## config.mk

```make
export PLATFORM = sky130hd
export DESIGN_NAME = alarm_irq_unit
export DESIGN_NICKNAME = d
export VERILOG_FILES = /design/src/rtl/alarm_irq_pkg.sv /design/src/rtl/alarm_bank.sv /design/src/rtl/alarm_cmp.sv /design/src/rtl/alarm_flags.sv /design/src/rtl/alarm_irq_unit.sv
export SDC_FILE = /design/constraint.sdc
export NUM_CORES = 1
export LEC_CHECK = 0
export BUFFER_PORTS_ARGS = -buffer_cell sky130_fd_sc_hd__buf_2
export CORE_AREA = 2 2 104 76
export DETAILED_ROUTE_END_ITERATION = 10
export DIE_AREA = 0 0 106 78
export GPL_ROUTABILITY_DRIVEN = 0
export PLACE_DENSITY = 0.9
export SETUP_SLACK_MARGIN = 0.5
export SLEW_MARGIN = 40
export SYNTH_ARGS = -nofsm -noshare
export SYNTH_HDL_FRONTEND = slang
export SYNTH_HIERARCHICAL = 1
export SYNTH_SLANG_ARGS = --single-unit
```

## constraint.sdc

```tcl
create_clock -name clk_i -period 5.8 [get_ports clk_i]
set_input_delay 0.29 -clock clk_i [delete_from_list [all_inputs] [get_ports clk_i]]
set_output_delay 0.29 -clock clk_i [all_outputs]
set_load 0.02 [all_outputs]
```

## src/rtl/alarm_irq_pkg.sv

```systemverilog
package alarm_irq_pkg;
  localparam int DW      = 8;
  localparam int NUM_ALM = 2;
  localparam int NUM_FLD = 4;
  localparam int FLD_W   = $clog2(NUM_FLD);
  localparam int OFS_W   = DW - 1;
  localparam logic [OFS_W-1:0] ALM_BASE = 7'h07;
  localparam logic [OFS_W-1:0] STAT_OFS = 7'h10;
  // field order: 0 sec, 1 min, 2 hour, 3 day
  typedef logic [NUM_FLD-1:0][DW-1:0] fld_set_t;
endpackage

```

## src/rtl/alarm_bank.sv

```systemverilog
module alarm_bank
  import alarm_irq_pkg::*;
#(
  parameter int IDX = 0
) (
  input  logic             clk_i,
  input  logic             rst_ni,
  input  logic             wr_en_i,
  input  logic             rd_en_i,
  input  logic [DW-1:0]    addr_i,
  input  logic [DW-1:0]    wdata_i,
  output fld_set_t         regs_o,
  output logic             hit_o,
  output logic             rsel_o,
  output logic [FLD_W-1:0] fld_o
);
  localparam logic [OFS_W-1:0] LO = ALM_BASE + OFS_W'(IDX * NUM_FLD);
  localparam logic [OFS_W-1:0] HI = LO + OFS_W'(NUM_FLD - 1);

  logic             in_rng;
  logic [OFS_W-1:0] ofs;
  logic             wr_hit, rd_hit;
  fld_set_t         regs_q;

  assign ofs    = addr_i[OFS_W-1:0] - LO;
  assign in_rng = (addr_i[OFS_W-1:0] >= LO) && (addr_i[OFS_W-1:0] <= HI);
  assign wr_hit = wr_en_i && addr_i[DW-1] && in_rng;
  assign rd_hit = rd_en_i && !addr_i[DW-1] && in_rng;
  assign hit_o  = wr_hit || rd_hit;
  assign rsel_o = !addr_i[DW-1] && in_rng;
  assign fld_o  = ofs[FLD_W-1:0];
  assign regs_o = regs_q;

  for (genvar f = 0; f < NUM_FLD; f++) begin : g_fld
    always_ff @(posedge clk_i or negedge rst_ni) begin
      if (!rst_ni) regs_q[f] <= '0;
      else if (wr_hit && (fld_o == FLD_W'(f))) regs_q[f] <= wdata_i;
    end
  end
endmodule

```

## src/rtl/alarm_cmp.sv

```systemverilog
module alarm_cmp
  import alarm_irq_pkg::*;
(
  input  fld_set_t alm_i,
  input  fld_set_t now_i,
  output logic     match_o
);
  logic [NUM_FLD-1:0] fld_ok;

  for (genvar f = 0; f < NUM_FLD; f++) begin : g_cmp
    // bit 7 masks the field out of the compare
    assign fld_ok[f] = alm_i[f][DW-1] || (alm_i[f][DW-2:0] == now_i[f][DW-2:0]);
  end

  assign match_o = &fld_ok;
endmodule

```

## src/rtl/alarm_flags.sv

```systemverilog
module alarm_flags
  import alarm_irq_pkg::*;
(
  input  logic               clk_i,
  input  logic               rst_ni,
  input  logic               tick_i,
  input  logic [NUM_ALM-1:0] match_i,
  input  logic [NUM_ALM-1:0] hit_i,
  input  logic [NUM_ALM-1:0] en_i,
  input  logic               route_i,
  output logic [NUM_ALM-1:0] flag_o,
  output logic               int0_no,
  output logic               int1_no
);
  logic [NUM_ALM-1:0] flag_q;
  logic [NUM_ALM-1:0] live;

  for (genvar k = 0; k < NUM_ALM; k++) begin : g_flag
    always_ff @(posedge clk_i or negedge rst_ni) begin
      if (!rst_ni) flag_q[k] <= 1'b0;
      else         flag_q[k] <= (tick_i && match_i[k]) || (flag_q[k] && !hit_i[k]);
    end
  end

  assign live    = flag_q & en_i;
  assign flag_o  = flag_q;
  assign int0_no = !(live[0] || (!route_i && live[1]));
  assign int1_no = !(route_i && live[1]);
endmodule

```

## src/rtl/alarm_irq_unit.sv

```systemverilog
module alarm_irq_unit
  import alarm_irq_pkg::*;
(
  input  logic          clk_i,
  input  logic          rst_ni,
  input  logic          tick_i,
  input  logic [DW-1:0] sec_i,
  input  logic [DW-1:0] min_i,
  input  logic [DW-1:0] hour_i,
  input  logic [DW-1:0] day_i,
  input  logic          wr_en_i,
  input  logic          rd_en_i,
  input  logic [DW-1:0] addr_i,
  input  logic [DW-1:0] wdata_i,
  input  logic [DW-1:0] ctrl_i,
  output logic [DW-1:0] rdata_o,
  output logic [DW-1:0] status_o,
  output logic          int0_no,
  output logic          int1_no
);
  fld_set_t                      now;
  fld_set_t [NUM_ALM-1:0]        regs_w;
  logic [NUM_ALM-1:0]            hit_w;
  logic [NUM_ALM-1:0]            rsel_w;
  logic [NUM_ALM-1:0][FLD_W-1:0] fld_w;
  logic [NUM_ALM-1:0]            match_w;
  logic [NUM_ALM-1:0]            flag_w;

  always_comb begin
    now[0] = sec_i;
    now[1] = min_i;
    now[2] = hour_i;
    now[3] = day_i;
  end

  for (genvar k = 0; k < NUM_ALM; k++) begin : g_alm
    alarm_bank #(.IDX(k)) u_bank (
      .clk_i   (clk_i),
      .rst_ni  (rst_ni),
      .wr_en_i (wr_en_i),
      .rd_en_i (rd_en_i),
      .addr_i  (addr_i),
      .wdata_i (wdata_i),
      .regs_o  (regs_w[k]),
      .hit_o   (hit_w[k]),
      .rsel_o  (rsel_w[k]),
      .fld_o   (fld_w[k])
    );
    alarm_cmp u_cmp (
      .alm_i   (regs_w[k]),
      .now_i   (now),
      .match_o (match_w[k])
    );
  end

  alarm_flags u_flags (
    .clk_i   (clk_i),
    .rst_ni  (rst_ni),
    .tick_i  (tick_i),
    .match_i (match_w),
    .hit_i   (hit_w),
    .en_i    (ctrl_i[NUM_ALM-1:0]),
    .route_i (ctrl_i[2]),
    .flag_o  (flag_w),
    .int0_no (int0_no),
    .int1_no (int1_no)
  );

  assign status_o = {{(DW-NUM_ALM){1'b0}}, flag_w};

  always_comb begin
    rdata_o = '0;
    for (int k = 0; k < NUM_ALM; k++) begin
      if (rsel_w[k]) rdata_o = regs_w[k][fld_w[k]];
    end
    if (addr_i == {1'b0, STAT_OFS}) rdata_o = status_o;
  end
endmodule

```

Word level (Yosys, flattened, before mapping)
Index checks and enable logic that the tools add are counted.
Cells by class
  add/sub/neg operators: 2
  $mul: 0
  div/mod/pow operators: 0
  order comparisons: 6
  equality and inequality tests: 15
  shift operators: 0
  mux-type cells: 7
  bitwise gates (word level): 1
  reduce and logical (&&, ||, !) cells: 47
Operator list (count)
  7-bit == test: 8
  8-bit 2-to-1 mux: 5
  8-bit binary-select mux with 2-bit select: 2
  1-bit logical AND: 24
  7-bit by 4-bit <= comparator with 1-bit output (second input constant): 2
  1-bit logical OR: 13
  2-bit == test (second input constant): 4
  8-bit by 5-bit == test with 1-bit output (second input constant): 1
  4-bit AND reduction: 2
  7-bit by 3-bit greater-or-equal comparator with 1-bit output (second input constant): 1
  7-bit by 4-bit greater-or-equal comparator with 1-bit output (second input constant): 1
  1-bit zero test: 6
  2-bit by 3-bit < comparator with 1-bit output (second input constant): 2
  2-bit by 1-bit == test with 1-bit output (second input constant): 2
  2-bit zero test: 2
  2-bit subtractor (second input constant): 2
  2-bit AND: 1
Word-level totals
  register bits: 66
  latch bits: 0
  memory bits (writable): 0
  bits in read-only memories: 0
  input bits: 61
  output and inout port bits: 18
  logic and storage cells: 88
  memories kept: 0

Logic depth before layout (Yosys ltp)
Gate-level depths: netlist of run 1.
  word-level depth: 7
  depth in mapped cells: 10
  gate-level depth less buffers: 9

Modules after synthesis
Netlist of run 1, hierarchy kept.
Modules (own cells, without submodules)
  alarm_bank (g_alm[0].u_bank): times used 1, cells an instance 92, area each 1431.4 um^2, sequential area each 800.8 um^2
  alarm_bank (g_alm[1].u_bank): times used 1, cells an instance 88, area each 1411.4 um^2, sequential area each 800.8 um^2
  alarm_irq_unit: times used 1, cells an instance 50, area each 635.6 um^2, sequential area each 0.0 um^2
  alarm_cmp: times used 2, cells an instance 37, area each 311.5 um^2, sequential area each 0.0 um^2
  alarm_flags: times used 1, cells an instance 11, area each 98.8 um^2, sequential area each 50.0 um^2

Least setup slack after synthesis of run 1
Ideal clock, no wire load.
  path kind: input-to-output
  from: input port addr_i[5]
  to: output port rdata_o[0]
  data arrival time: 2.340 ns
  data required time: 5.510 ns
  setup slack: 3.170 ns
  cell stages on the path: 9
  path buffers: 3
  cells stage by stage: or4b_4 > buf_6 > or2_2 > nor3_1 > clkbuf_1 > nor2b_1 > buf_2 > a22o_1 > mux2_2
Between the ends
  elaborated cells on any way between the ends: 12
  those cells by class: order compare (4); eq/ne (1); mux (3); reduce/logical (4)
RTL lines
  from (decl): line alarm_irq_unit.sv:13  | input logic [DW-1:0] addr_i,
  7-bit by 4-bit greater-or-equal comparator with 1-bit output or 7-bit by 4-bit <= comparator with 1-bit output (tied branches): line alarm_bank.sv:26  | assign in_rng = (addr_i[OFS_W-1:0] >= LO) && (addr_i[OFS_W-1:0] <= HI);
  1-bit logical AND (*): line alarm_bank.sv:26
  1-bit logical AND (*): line alarm_bank.sv:30  | assign rsel_o = !addr_i[DW-1] && in_rng;
  named net rsel_w[1]: line alarm_irq_unit.sv:24  | logic [NUM_ALM-1:0] rsel_w;
  8-bit 2-to-1 mux (*): line alarm_irq_unit.sv:74  | if (rsel_w[k]) rdata_o = regs_w[k][fld_w[k]];
  8-bit 2-to-1 mux (*): line alarm_irq_unit.sv:76  | if (addr_i == {1'b0, STAT_OFS}) rdata_o = status_o;
  to (decl): line alarm_irq_unit.sv:16  | output logic [DW-1:0] rdata_o,
Mark *: on every way through the listed nets, which the timed path passes. The rest lies on a longest branch.

==> results of run 1 <==
-- where the power goes --
group	switching [mW]	internal [mW]
Sequential	0.0387	0.498
Combinational	0.106	0.101
Clock	0.177	0.206
-- per-stage QoR --
step                hold slack (ns)  setup slack (ns)  std cells
global route                 0.0671              2.36        483
floorplan                  -0.00559              3.17        320
finish                       0.0325              2.49        483
CTS                           0.139              2.38        482
global placement              0.516              2.43        467
detailed placement            0.527              2.38        467
-- worst paths after layout --
path                                                   startpoint                                endpoint  slack [ns]
setup / recovery                                        addr_i[0]                              rdata_o[0]        2.49
hold / removal                                             rst_ni  g_alm[1].u_bank/regs_o[22]$_DFFE_PN0P_        0.03
setup reg to reg           g_alm[0].u_bank/regs_o[25]$_DFFE_PN0P_             u_flags/flag_o[0]$_DFF_PN0_        3.62
hold reg to reg            g_alm[0].u_bank/regs_o[13]$_DFFE_PN0P_  g_alm[0].u_bank/regs_o[13]$_DFFE_PN0P_        0.55
max in group asynchronous                                  rst_ni  g_alm[1].u_bank/regs_o[16]$_DFFE_PN0P_        5.35
min in group clk_i                                         tick_i             u_flags/flag_o[1]$_DFF_PN0_        0.18
-- registers in the layout, indices dropped and copies added (netlist names) --
| register | count |
|---|---|
| g_alm.u_bank/regs_o | 64 |
| u_flags/flag_o | 2 |
-- final cells by class --
cell class	instances	area, sq um
Multi-Input combinational cell	232	2430
Fill cell	542	2420
Sequential cell	66	1650
Timing Repair Buffer	66	342
Clock buffer	10	138
Tap cell	98	123
Clock inverter	5	55.1
Inverter	6	22.5
-- layout by cell type (no fill, tap or decap), types with 3 or more instances in the layout --
cell type                   n
sky130_fd_sc_hd__mux2_4     8
sky130_fd_sc_hd__nand3_4    4
sky130_fd_sc_hd__nand2_1    3
sky130_fd_sc_hd__mux4_2     3
sky130_fd_sc_hd__clkbuf_8  10
sky130_fd_sc_hd__mux2_2    58
sky130_fd_sc_hd__ha_1       8
sky130_fd_sc_hd__buf_2     63
sky130_fd_sc_hd__nor4_1    11
sky130_fd_sc_hd__a22oi_1    6
sky130_fd_sc_hd__conb_1     6
sky130_fd_sc_hd__a41oi_1    8
sky130_fd_sc_hd__nor2_1     9
sky130_fd_sc_hd__dfrtp_1   66
sky130_fd_sc_hd__nor2_4     4
sky130_fd_sc_hd__mux4_1    13
sky130_fd_sc_hd__xnor2_1   24
sky130_fd_sc_hd__inv_1      6
sky130_fd_sc_hd__nand3_1   10
sky130_fd_sc_hd__xor2_1    32
-- kinds of logic (layout without fill, tap and decap cells) --
group	Yosys count	after routing
simple gates	56	56
fa+ha+maj	8	8
mux	84	84
flops	66	66
compound gates	22	22
xor+xnor	56	56
other cells	1	6
buf+inv	22	87
-- layer usage --
metal | wire length [um] | up-vias | track usage | part of all wire
met5 | 0 | - | 0 | 0
met4 | 113 | 0 | 0.0750 | 0.011
met3 | 1250 | 12 | 0.0966 | 0.12
met2 | 4980 | 145 | 0.436 | 0.47
met1 | 4330 | 1474 | 0.366 | 0.41
li1 | - | 1295 | - | -
==> impl_metrics.sql, run 1 <==
INSERT INTO impl_metrics (metric_group, metric, value, unit) VALUES
('power', 'power.static_leakage', '2.30', 'nW'),
('yosys', 'synth-edff-count', '0', ''),
('worst_setup_path', 'cp_data_required_time', '5.51', 'ns'),
('grt', 'grt_max_degree', '67', ''),
('grt', 'groute.usage.overall', '0.276', ''),
('routing', 'post_drt_wl_per_cell', '22.1', 'um'),
('worst_setup_path', 'critPathMaxStageDelay', '0.63', 'ns'),
('floorplan', 'fp.dieH', '78', 'um'),
('yosys', 'yosys.cell_count.top_type', 'sky130_fd_sc_hd__dfrtp_1', ''),
('worst_setup_path', 'cp_top_family', 'simple AND/OR/NAND/NOR gates', ''),
('final_layout', 'final_nets', '450', ''),
('yosys', 'async_flop_share', '1.00', ''),
('yosys', 'synth.top_cells.by_area', 'sky130_fd_sc_hd__dfrtp_1 39%, sky130_fd_sc_hd__mux2_2 16%, sky130_fd_sc_hd__mux4_1 8.1%', ''),
('grt', 'first_global_vias', '3023', ''),
('grt', 'grt_overflow_total', '0', ''),
('routing', 'drt_pre_antenna_iters', '4', ''),
('final_layout', 'post-route-util', '0.663', ''),
('clock_tree', 'cts_setup_buffers', '0', ''),
('yosys', 'cell_count_after_synthesis', '315', ''),
('yosys', 'synth_commonest_cells', '66 x sky130_fd_sc_hd__dfrtp_1, 58 x sky130_fd_sc_hd__mux2_2, 32 x sky130_fd_sc_hd__xor2_1, 24 x sky130_fd_sc_hd__xnor2_1, 13 x sky130_fd_sc_hd__mux4_1', ''),
('worst_setup_path', 'critPathArrivalTime', '3.02', 'ns'),
('clock_tree', 'clk_pin_slew', '0.07', 'ns'),
('power', 'irDropWorstVdd', '0.137', 'mV'),
('clock_tree', 'number_of_buffers_added_by_the_clock_tree_synthesis_step', '9', ''),
('routing', 'detailedRoute.firstIterationViolations', '201', ''),
('clock_tree', 'ctsLongestPathBuffers', '2', ''),
('yosys', 'dominant_combinational_cell_family_by_area_after_synthesis', 'multiplexers', ''),
('routing', 'number_of_nets_still_failing_antenna_checks_after_routing', '0', ''),
('sta', 'report.final.slew_viol_count', '0', ''),
('clock_tree', 'root_buffer', 'sky130_fd_sc_hd__clkbuf_8', ''),
('clock_tree', 'post_cts_hold_buffer_count', '0', ''),
('yosys', 'yosysUniqueCellTypes', '40', ''),
('sta', 'layout_min_cycle_time', '3.31', 'ns'),
('sta', 'max_freq', '0.302', 'GHz'),
('sta', 'fin_worst_skew', '0.00392', 'ns'),
('yosys', 'yosys-mux-area-fraction', '0.286', ''),
('yosys', 'yosys.area_share.xor_xnor', '0.117', ''),
('worst_setup_path', 'critPathCaptureType', 'output pin', ''),
('worst_setup_path', 'critPathSlowestCell', 'sky130_fd_sc_hd__nor2b_1', ''),
('yosys', 'synth.avg_cell_area', '13.3', 'sq um'),
('clock_tree', 'clk_latency_worst_skew_pair', '0.35', 'ns'),
('floorplan', 'io_pins', '79', ''),
('routing', 'route.final.wire_length', '10.7', 'mm'),
('yosys', 'synth_compound_area_frac', '0.0450', ''),
('floorplan', 'initial_core_utilization', '0.584', ''),
('clock_tree', 'h-tree-depth', '3', ''),
('hold_path', 'hold_path_class', 'in -> async', ''),
('job', 'max-cap-violations', '0', ''),
('worst_setup_path', 'cp.buffers_inverters', '3', ''),
('worst_setup_path', 'path_cells', 'buf_2 > inv_1 > ha_1 > nor2b_1 > o21ai_4 > nand3b_1 > nor2_1 > nor2b_1 > a22o_1 > mux2_2 > buf_2', ''),
('sta', 'hold_viol', '0', ''),
('power', 'totalPowerFinal', '1.13', 'mW'),
('floorplan', 'rows', '26', ''),
('yosys', 'synthDominantCellAreaShare', '0.393', ''),
('floorplan', 'die_w', '106', 'um'),
('floorplan', 'die_area', '8270', 'sq um'),
('sta', 'rsz0062_at_grt', 'no', ''),
('power', 'power.density_cell_area', '236', 'nW/um^2'),
('grt', 'grt_first_pass_wirelength', '16.6', 'mm'),
('final_layout', 'count_of_inserted_antenna_diode_cells', '0', ''),
('run_status', 'outcome', 'finished, final reports clean', ''),
('sta', 'final.period_utilization', '0.570', ''),
('place', 'port-buffer-count', '63', ''),
('final_layout', 'syn_to_final_growth', '13.5', '%'),
('worst_setup_path', 'setup.worst_path.start_class', 'input port', ''),
('sta', 'slew_headroom', '0.418', ''),
('worst_setup_path', 'cell_depth_of_the_worst_setup_path', '11', ''),
('clock_tree', 'post_cts_resize_count', '0', ''),
('place', 'place_area', '4560', 'sq um'),
('floorplan', 'core_region_area', '7190', 'sq um'),
('worst_setup_path', 'reg2reg_depth', '6', '');
Note: power is estimated with default switching activity, not from simulation.
==> run 2: changes to the inputs <==
- CORE_AREA: 2 2 104 76 -> 2 2 112 81
- DIE_AREA: 0 0 106 78 -> 0 0 114 83
- PLACE_DENSITY: 0.9 -> 0.83
- clock period: 5.8 -> 3 ns (I/O delays scaled with it)
==> run 2 against run 1 <==
Core utilization decreased by 7.0 points; first-iteration DRC count decreased by 0.50%; via count decreased by 0.62%; global-route usage decreased by 3.3 points; sequential power increased by 94%; sequential cell count unchanged; non-clock buffer count increased by 4; total power increased by 120%; critical path type unchanged.
==> impl_metrics.sql, run 2 (synthesis results as in run 1) <==
INSERT INTO impl_metrics (metric_group, metric, value, unit) VALUES
('floorplan', 'die_area', '9460', 'sq um'),
('power', 'irDropWorstVdd', '0.381', 'mV'),
('routing', 'drt_pre_antenna_iters', '4', ''),
('grt', 'grt_util_met1', '0.324', ''),
('worst_setup_path', 'reg_to_reg_end', 'u_flags/flag_o[0]$_DFF_PN0_', ''),
('sta', 'rsz0062_at_grt', 'no', ''),
('worst_setup_path', 'reg2reg_slack', '0.75', 'ns'),
('sta', 'layout_min_cycle_time', '2.38', 'ns'),
('final_layout', 'instances_no_fill', '494', ''),
('worst_setup_path', 'path_cells', 'buf_2 > or4b_4 > or2_2 > nor3_2 > nor2b_1 > buf_4 > a22o_1 > mux2_2 > buf_2', ''),
('power', 'totalPowerFinal', '2.52', 'mW'),
('worst_setup_path', 'worstSetupEndpoint', 'rdata_o[0]', ''),
('clock_tree', 'ctsLongestPathBuffers', '2', ''),
('routing', 'number_of_nets_still_failing_antenna_checks_after_routing', '0', ''),
('final_layout', 'layout_commonest_cell', 'sky130_fd_sc_hd__dfrtp_1', ''),
('worst_setup_path', 'critPathMaxFanout', '8', ''),
('final_layout', 'filler_cell_count', '685', ''),
('worst_setup_path', 'critPathSlowestCell', 'sky130_fd_sc_hd__or4b_4', ''),
('worst_setup_path', 'cp_data_required_time', '2.85', 'ns'),
('floorplan', 'core_region_area', '8340', 'sq um'),
('sta', 'hold_viol', '0', ''),
('routing', 'post_drt_wl_per_cell', '22.6', 'um'),
('clock_tree', 'cts_tree', 'built', ''),
('worst_setup_path', 'reg2reg_depth', '6', ''),
('clock_tree', 'cts_setup_buffers', '0', ''),
('final_layout', 'syn_to_final_growth', '17.6', '%'),
('routing', 'dr_vias', '2908', ''),
('sta', 'setup_viol', '0', ''),
('floorplan', 'die_w', '114', 'um'),
('worst_setup_path', 'cp_top_family', 'simple AND/OR/NAND/NOR gates', ''),
('final_layout', 'ff_latch_area', '1650', 'sq um'),
('clock_tree', 'h-tree-depth', '3', ''),
('clock_tree', 'root_buffer', 'sky130_fd_sc_hd__clkbuf_16', ''),
('place', 'port-buffer-count', '63', ''),
('worst_setup_path', 'cp_common_cell', 'sky130_fd_sc_hd__buf_2', ''),
('final_layout', 'largest_register_ff_count', '64', ''),
('sta', 'final.period_utilization', '0.792', ''),
('grt', 'groute.usage.overall', '0.243', ''),
('floorplan', 'io_pins', '79', ''),
('floorplan', 'fp.dieH', '83', 'um'),
('final_layout', 'multi_input_area', '2450', 'sq um'),
('final_layout', 'count_of_inserted_antenna_diode_cells', '0', ''),
('final_layout', 'top_library_cells_by_usage_in_the_layout_fill_and_taps_aside', '66 x sky130_fd_sc_hd__dfrtp_1, 63 x sky130_fd_sc_hd__buf_2, 58 x sky130_fd_sc_hd__mux2_2, 32 x sky130_fd_sc_hd__xor2_1, 24 x sky130_fd_sc_hd__xnor2_1', ''),
('worst_setup_path', 'path_class', 'in -> out', ''),
('floorplan', 'rows', '28', ''),
('worst_setup_path', 'setup.worst_path.start_class', 'input port', ''),
('routing', 'vias_per_instance', '5.89', ''),
('sta', 'fin_worst_skew', '0.00572', 'ns'),
('worst_setup_path', 'cp.buffers_inverters', '3', ''),
('sta', 'slew_headroom', '0.440', ''),
('power', 'power.density_cell_area', '510', 'nW/um^2'),
('sta', 'max_freq', '0.421', 'GHz'),
('job', 'max-cap-violations', '0', ''),
('grt', 'grt_first_pass_wirelength', '16.9', 'mm'),
('place', 'placedCellCount', '478', ''),
('worst_setup_path', 'critPathArrivalTime', '2.23', 'ns'),
('final_layout', 'final_nets', '454', ''),
('clock_tree', 'clk_latency_worst_skew_pair', '0.33', 'ns'),
('sta', 'report.final.slew_viol_count', '0', ''),
('sta', 'worstMarginPinSlew', '0.834', 'ns'),
('place', 'dp_hpwl', '8.16', 'mm'),
('grt', 'grt.busiest_layer', 'met2', ''),
('clock_tree', 'clk_pin_slew', '0.05', 'ns'),
('clock_tree', 'cts.sinks', '66', ''),
('clock_tree', 'number_of_buffers_added_by_the_clock_tree_synthesis_step', '9', ''),
('floorplan', 'initial_core_utilization', '0.504', ''),
('worst_setup_path', 'critPathCaptureType', 'output pin', ''),
('power', 'power.static_leakage', '2.38', 'nW'),
('final_layout', 'post_route_cells_drive_above_1_share', '0.447', ''),
('hold_path', 'hold_path_class', 'in -> reg', ''),
('routing', 'drc_errors', '0', ''),
('final_layout', 'final_cell_area', '4940', 'sq um'),
('worst_setup_path', 'crit-reg2reg-launch', 'g_alm[0].u_bank/regs_o[30]$_DFFE_PN0P_', ''),
('worst_setup_path', 'startpoint', 'addr_i[5]', ''),
('grt', 'grt_util_met3', '0.0869', ''),
('worst_setup_path', 'cell_depth_of_the_worst_setup_path', '9', ''),
('grt', 'grt_max_degree', '67', ''),
('grt', 'first_global_vias', '3054', ''),
('routing', 'route.final.wire_length', '11.2', 'mm'),
('grt', 'grt_util_met2', '0.380', ''),
('place', 'place_area', '4600', 'sq um'),
('routing', 'detailedRoute.firstIterationViolations', '200', ''),
('run_status', 'outcome', 'finished, final reports clean', ''),
('sta', 'setup_total_negative_slack', '0', 'ns'),
('worst_setup_path', 'critPathMaxStageDelay', '0.59', 'ns'),
('grt', 'antenna_found_initial', '0', ''),
('grt', 'grt_overflow_total', '0', '');
## run 2: changes by cell type in the layout (fill, tap and decap cells not counted)
cell                            delta
sky130_fd_sc_hd__nor4_2            +2
sky130_fd_sc_hd__nor3_1            -1
sky130_fd_sc_hd__clkbuf_1          +1
sky130_fd_sc_hd__clkbuf_16         +9
sky130_fd_sc_hd__clkinvlp_4        -2
sky130_fd_sc_hd__buf_4             +3
sky130_fd_sc_hd__clkbuf_8          -7
sky130_fd_sc_hd__ha_1              -1
sky130_fd_sc_hd__dlygate4sd3_1     +1
sky130_fd_sc_hd__clkinv_2          -1
sky130_fd_sc_hd__ha_2              +1
sky130_fd_sc_hd__nor3_2            +1
sky130_fd_sc_hd__nor4_1            -2
## run 2: worst min path at each step
stage	start	endpoint	depth (start not counted)
after floorplan	rst_ni	g_alm[0].u_bank/regs_o[0]$_DFFE_PN0P_	0
after global placement	rst_ni	g_alm[0].u_bank/regs_o[28]$_DFFE_PN0P_	2
after detailed placement	rst_ni	g_alm[0].u_bank/regs_o[28]$_DFFE_PN0P_	2
after CTS	rst_ni	g_alm[1].u_bank/regs_o[19]$_DFFE_PN0P_	2
after global routing	tick_i	u_flags/flag_o[0]$_DFF_PN0_	3
final	tick_i	u_flags/flag_o[0]$_DFF_PN0_	3
## run 2: power by group
| group | total (mW) | internal, mW | switching, mW |
|---|---|---|---|
| clock | 1.07 | 0.705 | 0.361 |
| sequential | 1.04 | 0.964 | 0.0790 |
| combinational | 0.409 | 0.200 | 0.209 |
## run 2: stage by stage
step	hold slack [ns]	util	setup WS [ns]
4_1_cts	0.0310	0.588	0.553
3_5_place_dp	0.393	0.551	0.362
2_1_floorplan	-0.146	-	0.650
5_1_grt	0.0541	0.592	0.537
6_report	0.0565	0.592	0.623
3_3_place_gp	0.370	0.551	0.460
## run 2: area by class of cell
| class | instances | share of cell area |
|---|---|---|
| Tap cell | 105 | 0.0266 |
| Clock inverter | 2 | 0.00709 |
| Clock buffer | 13 | 0.0547 |
| Timing Repair Buffer | 70 | 0.0757 |
| Multi-Input combinational cell | 232 | 0.497 |
| Inverter | 6 | 0.00456 |
| Sequential cell | 66 | 0.334 |
## run 2: metal layers
layer,vias up,part of all wire,wire length (um)
li1,1312,-,-
met1,1465,0.41,4620
met2,118,0.48,5310
met3,13,0.10,1110
met4,0,0.011,126
met5,-,0,0
## run 2: worst min-delay path: stages
cell                      delay, ns
sky130_fd_sc_hd__buf_2         0.09
sky130_fd_sc_hd__nand2_1       0.05
sky130_fd_sc_hd__o21ai_1       0.06
## run 2: what timing repair did
action,in CTS,in global routing
endpoints found under the hold margin,0,66
endpoints found under the setup margin,5,4
resized for setup,1,4
hold buffers,0,1
